--- config.mk ---
export PLATFORM = sky130hd
export DESIGN_NAME = fold_sum3
export DESIGN_NICKNAME = d
export VERILOG_FILES = /design/src/rtl/fold_sum3_pkg.sv /design/src/rtl/fold_phase_ctrl.sv /design/src/rtl/fold_operand_mux.sv /design/src/rtl/fold_pipe_adder.sv /design/src/rtl/fold_sum3.sv
export SDC_FILE = /design/constraint.sdc
export NUM_CORES = 1
export LEC_CHECK = 0
export BUFFER_PORTS_ARGS = -buffer_cell sky130_fd_sc_hd__buf_2
export CORE_MARGIN = 5
export CORE_UTILIZATION = 45
export DETAILED_ROUTE_END_ITERATION = 10
export PLACE_DENSITY = 0.79
export SLEW_MARGIN = 5
export SYNTH_ARGS = -nofsm -noshare
export SYNTH_HDL_FRONTEND = slang
export SYNTH_HIERARCHICAL = 1
export SYNTH_SLANG_ARGS = --single-unit
--- constraint.sdc ---
create_clock -name clk -period 4.1 [get_ports clk]
set_input_delay 0.615 -clock clk [delete_from_list [all_inputs] [get_ports clk]]
set_output_delay 0.615 -clock clk [all_outputs]
set_load 0.02 [all_outputs]
--- src/rtl/fold_sum3_pkg.sv ---
package fold_sum3_pkg;

    // Folding order of the shared adder
    typedef enum logic {
        PH_FIRST  = 1'b0,   // a + b
        PH_SECOND = 1'b1    // partial + c
    } fold_phase_e;

    localparam int unsigned FOLD_FACTOR = 2;
    localparam int unsigned GUARD_BITS  = 2;

endpackage

--- src/rtl/fold_phase_ctrl.sv ---
module fold_phase_ctrl #(
    parameter int unsigned NFOLD = 2,
    localparam int unsigned PW   = (NFOLD > 1) ? $clog2(NFOLD) : 1
) (
    input  logic          clk,
    input  logic          rst,
    output logic [PW-1:0] phase,
    output logic          last_phase
);

    typedef struct packed {
        logic [PW-1:0] cnt;
    } ctrl_state_t;

    ctrl_state_t state_d, state_q;

    always_comb begin
        state_d = state_q;
        if (state_q.cnt == PW'(NFOLD - 1)) begin
            state_d.cnt = '0;
        end else begin
            state_d.cnt = state_q.cnt + PW'(1);
        end
    end

    always_ff @(posedge clk) begin
        if (rst) begin
            state_q <= '0;
        end else begin
            state_q <= state_d;
        end
    end

    assign phase      = state_q.cnt;
    assign last_phase = (state_q.cnt == PW'(NFOLD - 1));

endmodule

--- src/rtl/fold_operand_mux.sv ---
module fold_operand_mux #(
    parameter int unsigned W  = 16,
    parameter int unsigned SW = W + 2
) (
    input  logic          sel_second,
    input  logic [W-1:0]  a_in,
    input  logic [W-1:0]  b_in,
    input  logic [W-1:0]  c_in,
    input  logic [SW-1:0] partial,
    output logic [SW-1:0] op_x,
    output logic [SW-1:0] op_y
);

    localparam int unsigned EXT = SW - W;

    logic [SW-1:0] a_ext, b_ext, c_ext;

    always_comb begin
        a_ext = {{EXT{a_in[W-1]}}, a_in};
        b_ext = {{EXT{b_in[W-1]}}, b_in};
        c_ext = {{EXT{c_in[W-1]}}, c_in};
        if (sel_second) begin
            op_x = partial;
            op_y = c_ext;
        end else begin
            op_x = a_ext;
            op_y = b_ext;
        end
    end

endmodule

--- src/rtl/fold_pipe_adder.sv ---
module fold_pipe_adder #(
    parameter int unsigned SW = 18
) (
    input  logic          clk,
    input  logic          rst,
    input  logic [SW-1:0] op_x,
    input  logic [SW-1:0] op_y,
    output logic [SW-1:0] sum_q
);

    typedef struct packed {
        logic [SW-1:0] sum;
    } add_state_t;

    add_state_t state_d, state_q;

    always_comb begin
        state_d     = state_q;
        state_d.sum = op_x + op_y;
    end

    always_ff @(posedge clk) begin
        if (rst) begin
            state_q <= '0;
        end else begin
            state_q <= state_d;
        end
    end

    assign sum_q = state_q.sum;

endmodule

--- src/rtl/fold_sum3.sv ---
module fold_sum3 #(
    parameter int unsigned W = 16
) (
    input  logic           clk,
    input  logic           rst,
    input  logic [W-1:0]   a_in,
    input  logic [W-1:0]   b_in,
    input  logic [W-1:0]   c_in,
    output logic [W+1:0]   y_out,
    output logic           y_valid
);

    import fold_sum3_pkg::*;

    localparam int unsigned SW = W + GUARD_BITS;
    localparam int unsigned PW = (FOLD_FACTOR > 1) ? $clog2(FOLD_FACTOR) : 1;

    typedef struct packed {
        logic valid;
    } top_state_t;

    logic [PW-1:0] phase_q;
    logic          last_q;
    logic [SW-1:0] op_x, op_y;
    logic [SW-1:0] sum_q;
    fold_phase_e   phase_e;

    top_state_t state_d, state_q;

    fold_phase_ctrl #(.NFOLD(FOLD_FACTOR)) i_phase (
        .clk        (clk),
        .rst        (rst),
        .phase      (phase_q),
        .last_phase (last_q)
    );

    always_comb begin
        phase_e = fold_phase_e'(phase_q[0]);
    end

    fold_operand_mux #(.W(W), .SW(SW)) i_mux (
        .sel_second (phase_e == PH_SECOND),
        .a_in       (a_in),
        .b_in       (b_in),
        .c_in       (c_in),
        .partial    (sum_q),
        .op_x       (op_x),
        .op_y       (op_y)
    );

    fold_pipe_adder #(.SW(SW)) i_add (
        .clk   (clk),
        .rst   (rst),
        .op_x  (op_x),
        .op_y  (op_y),
        .sum_q (sum_q)
    );

    // The final addition runs in the last phase; its result leaves the
    // one-stage adder pipeline in the following cycle.
    always_comb begin
        state_d       = state_q;
        state_d.valid = last_q;
    end

    always_ff @(posedge clk) begin
        if (rst) begin
            state_q <= '0;
        end else begin
            state_q <= state_d;
        end
    end

    assign y_out   = sum_q;
    assign y_valid = state_q.valid;

endmodule

==> impl_metrics.ini <==
[die]
fp.dieW_um = 76.9
die_h_um = 76.9
dieArea_um2 = 5910
start_util_pct = 46.3
num_rows = 24
design.core.area_um2 = 4350
ioPinCount = 69

[global_route]
overflow = 0
grt_usage_pct = 14.8
antenna_found_initial = 0
grt_pass1_vias = 1717
grt_max_degree = 27
grt_pass1_wl_mm = 7.49

[placement]
port_buffers = 68
dp_cells = 319
place_congestion = 0.802
pre_cts_slack_ns = 1.08
dpl.hpwl_mm = 3.57

[timing]
hold_viol = 0
fin_ws_ns = 1.07
setup_viol = 0
clock_skew_ns = 0.00808
grt_setup_unrepaired = no
fmax_mhz = 330
finalSetupTns_ns = 0
tightest_slew_ns = 0.515
post-route-period-util_pct = 73.9
slew_violations = 0
period_needed_ns = 3.03
max_slew_margin_pct = 65.6

[yosys]
synth_most_common_cell = mux2_4
syn_area_um2 = 2010
ys_async_sr_fraction_pct = 0
synth_edf_count = 0
synth_area_leader_cell = mux2_4
ys_ff_latch = 20
synth_fp_nets = 276
synth.top_cells.by_area = mux2_4 (22%), dfxtp_1 (20%), ha_1 (11%)
netlist_instances = 208
yosysWarnings = 6
synth_top_area_share_pct = 22.4
syn_avg_cell_area_um2 = 9.68
synth_cell_types = 44
yosysSeqAreaShare_pct = 19.9
synth_commonest_cells = mux2_4 (30), nor2_1 (22), dfxtp_1 (20)
synth_flop_cell = dfxtp_1

[job]
max_cap_viol_count = 0

[drt]
first_iter_violations = 76
dr.pass1.iters = 4
wl_mm = 4.48
viasPerCell = 5.29
route.detailed.drc = 0
vias = 1709
route.detailed.wl_per_inst_um = 13.9
postRouteAntennaNets = 0

[setup_path]
arrival_ns = 3.22
timing_worst_setup_path_type = flip-flop to flip-flop
start_kind = flip-flop
end_kind = flip-flop
crit_required_ns = 4.30
r2r_cells = 8
crit_fanout = 15

[cells_and_area]
final_util_pct = 54.7
num_antenna_cells = 0
fillCellCount = 399
area_growth_pct = 18.2
instances_no_fill = 323
drive_gt1_share_pct = 43.2
finalNetCount = 340

[clock_network]
clock_latency_ns = 0.27
cts_buffers = 3
root_buffer = clkbuf_8
clk_pin_slew_ns = 0.08
clockBufferDepth = 2
post-cts-setup-buffer-count = 0
cts_repair_resize_count = 0
cts_hold_buffers = 0
cts_tree = built
htree_levels = 1
cts.sinks = 20

[power]
power_density_nw_per_um2 = 408
peakVddDrop_uv = 211
p_leak_nw = 1.16

[run_status]
status = complete, no violations

[min_path]
hp-class = flip-flop to flip-flop
holdPathStages = 3
==> worst max-delay path, stage by stage (launching register included) <==
cell and delay (ns):
dfxtp_2 0.52, buf_4 0.34, mux2_4 0.33, ha_1 0.34, a21oi_1 0.29, nor4b_1 0.12
a2111o_1 0.44, or3_2 0.48, o211ai_1 0.09
==> flip-flops by register name (all words and copies together), names as in the netlist <==
name                count
i_phase/last_phase      1
i_add/sum_q            18
y_valid                 1
==> worst paths after layout <==
path | from | to | slack (ns)
min reg2reg | i_add/sum_q[0] | i_add/sum_q[0] | 0.75
max | i_phase/last_phase | i_add/sum_q[17] | 1.07
min | i_add/sum_q[0] | i_add/sum_q[0] | 0.75
max reg2reg | i_phase/last_phase | i_add/sum_q[17] | 1.07
==> through the flow <==
stage / hold slack [ns] / power (W) / area, um^2
3_3_place_gp: 0.706 / 0.000806 / 2330
4_1_cts: 0.750 / 0.000976 / 2380
2_1_floorplan: 0.411 / 0.000694 / 2010
5_1_grt: 0.816 / 0.00105 / 2380
3_5_place_dp: 0.709 / 0.000817 / 2330
6_report: 0.751 / 0.000972 / 2380
==> cell type report <==
class	instances	area (um^2)	share of cell area (%)
clock buffer	4	55.1	2.31
inverter	5	18.8	0.788
multi-input combinational	172	1490	62.4
sequential	20	402	16.9
tap	52	65.1	2.73
timing repair buffer	70	355	14.9
==> where the power goes <==
| part | internal [W] | switching, W | total, W | leakage [nW] |
|---|---|---|---|---|
| logic | 0.000254 | 0.000293 | 0.000547 | 0.960 |
| clock network | 0.0000857 | 0.0000703 | 0.000156 | 0.0288 |
| registers | 0.000242 | 0.0000271 | 0.000269 | 0.167 |
==> cells by family (layout without fill, tap and decap cells) <==
family | after synthesis | count (layout) | share of synthesized area [%]
AO/OA/AOI/OAI | 48 | 48 | 16.1
XOR/XNOR | 9 | 9 | 3.91
adder cells (fa/ha/maj) | 18 | 18 | 11.6
buffers and inverters | 16 | 79 | 6.40
flip-flops | 20 | 20 | 19.9
multiplexers | 38 | 38 | 26.8
AND/OR/NAND/NOR | 59 | 59 | 15.3
==> per-layer routing <==
layer | part of all wire (%) | global-route usage (%) | up-vias
li1 | - | - | 882
met2 | 47 | 25.7 | 52
met4 | 1.0 | 3.15 | 0
met1 | 44 | 17.9 | 768
met5 | 0 | 0 | -
met3 | 7.7 | 4.45 | 7
==> cell usage in the layout (no fill, tap or decap), drive strengths merged, types with 2 or more instances in the layout <==
cell type,instances
o211ai,5
nand2,10
inv,5
dfxtp,20
a21oi,17
xor2,4
a21o,2
buf,70
o21a,5
nor4,2
a2111o,2
a211oi,2
or3,2
o31ai,3
nand2b,5
nor2b,7
nor3,6
ha,17
nor2,22
o21ai,6
xnor2,5
mux2,38
nand3,2
clkbuf,4
Note: power is estimated with default switching activity, not from simulation.
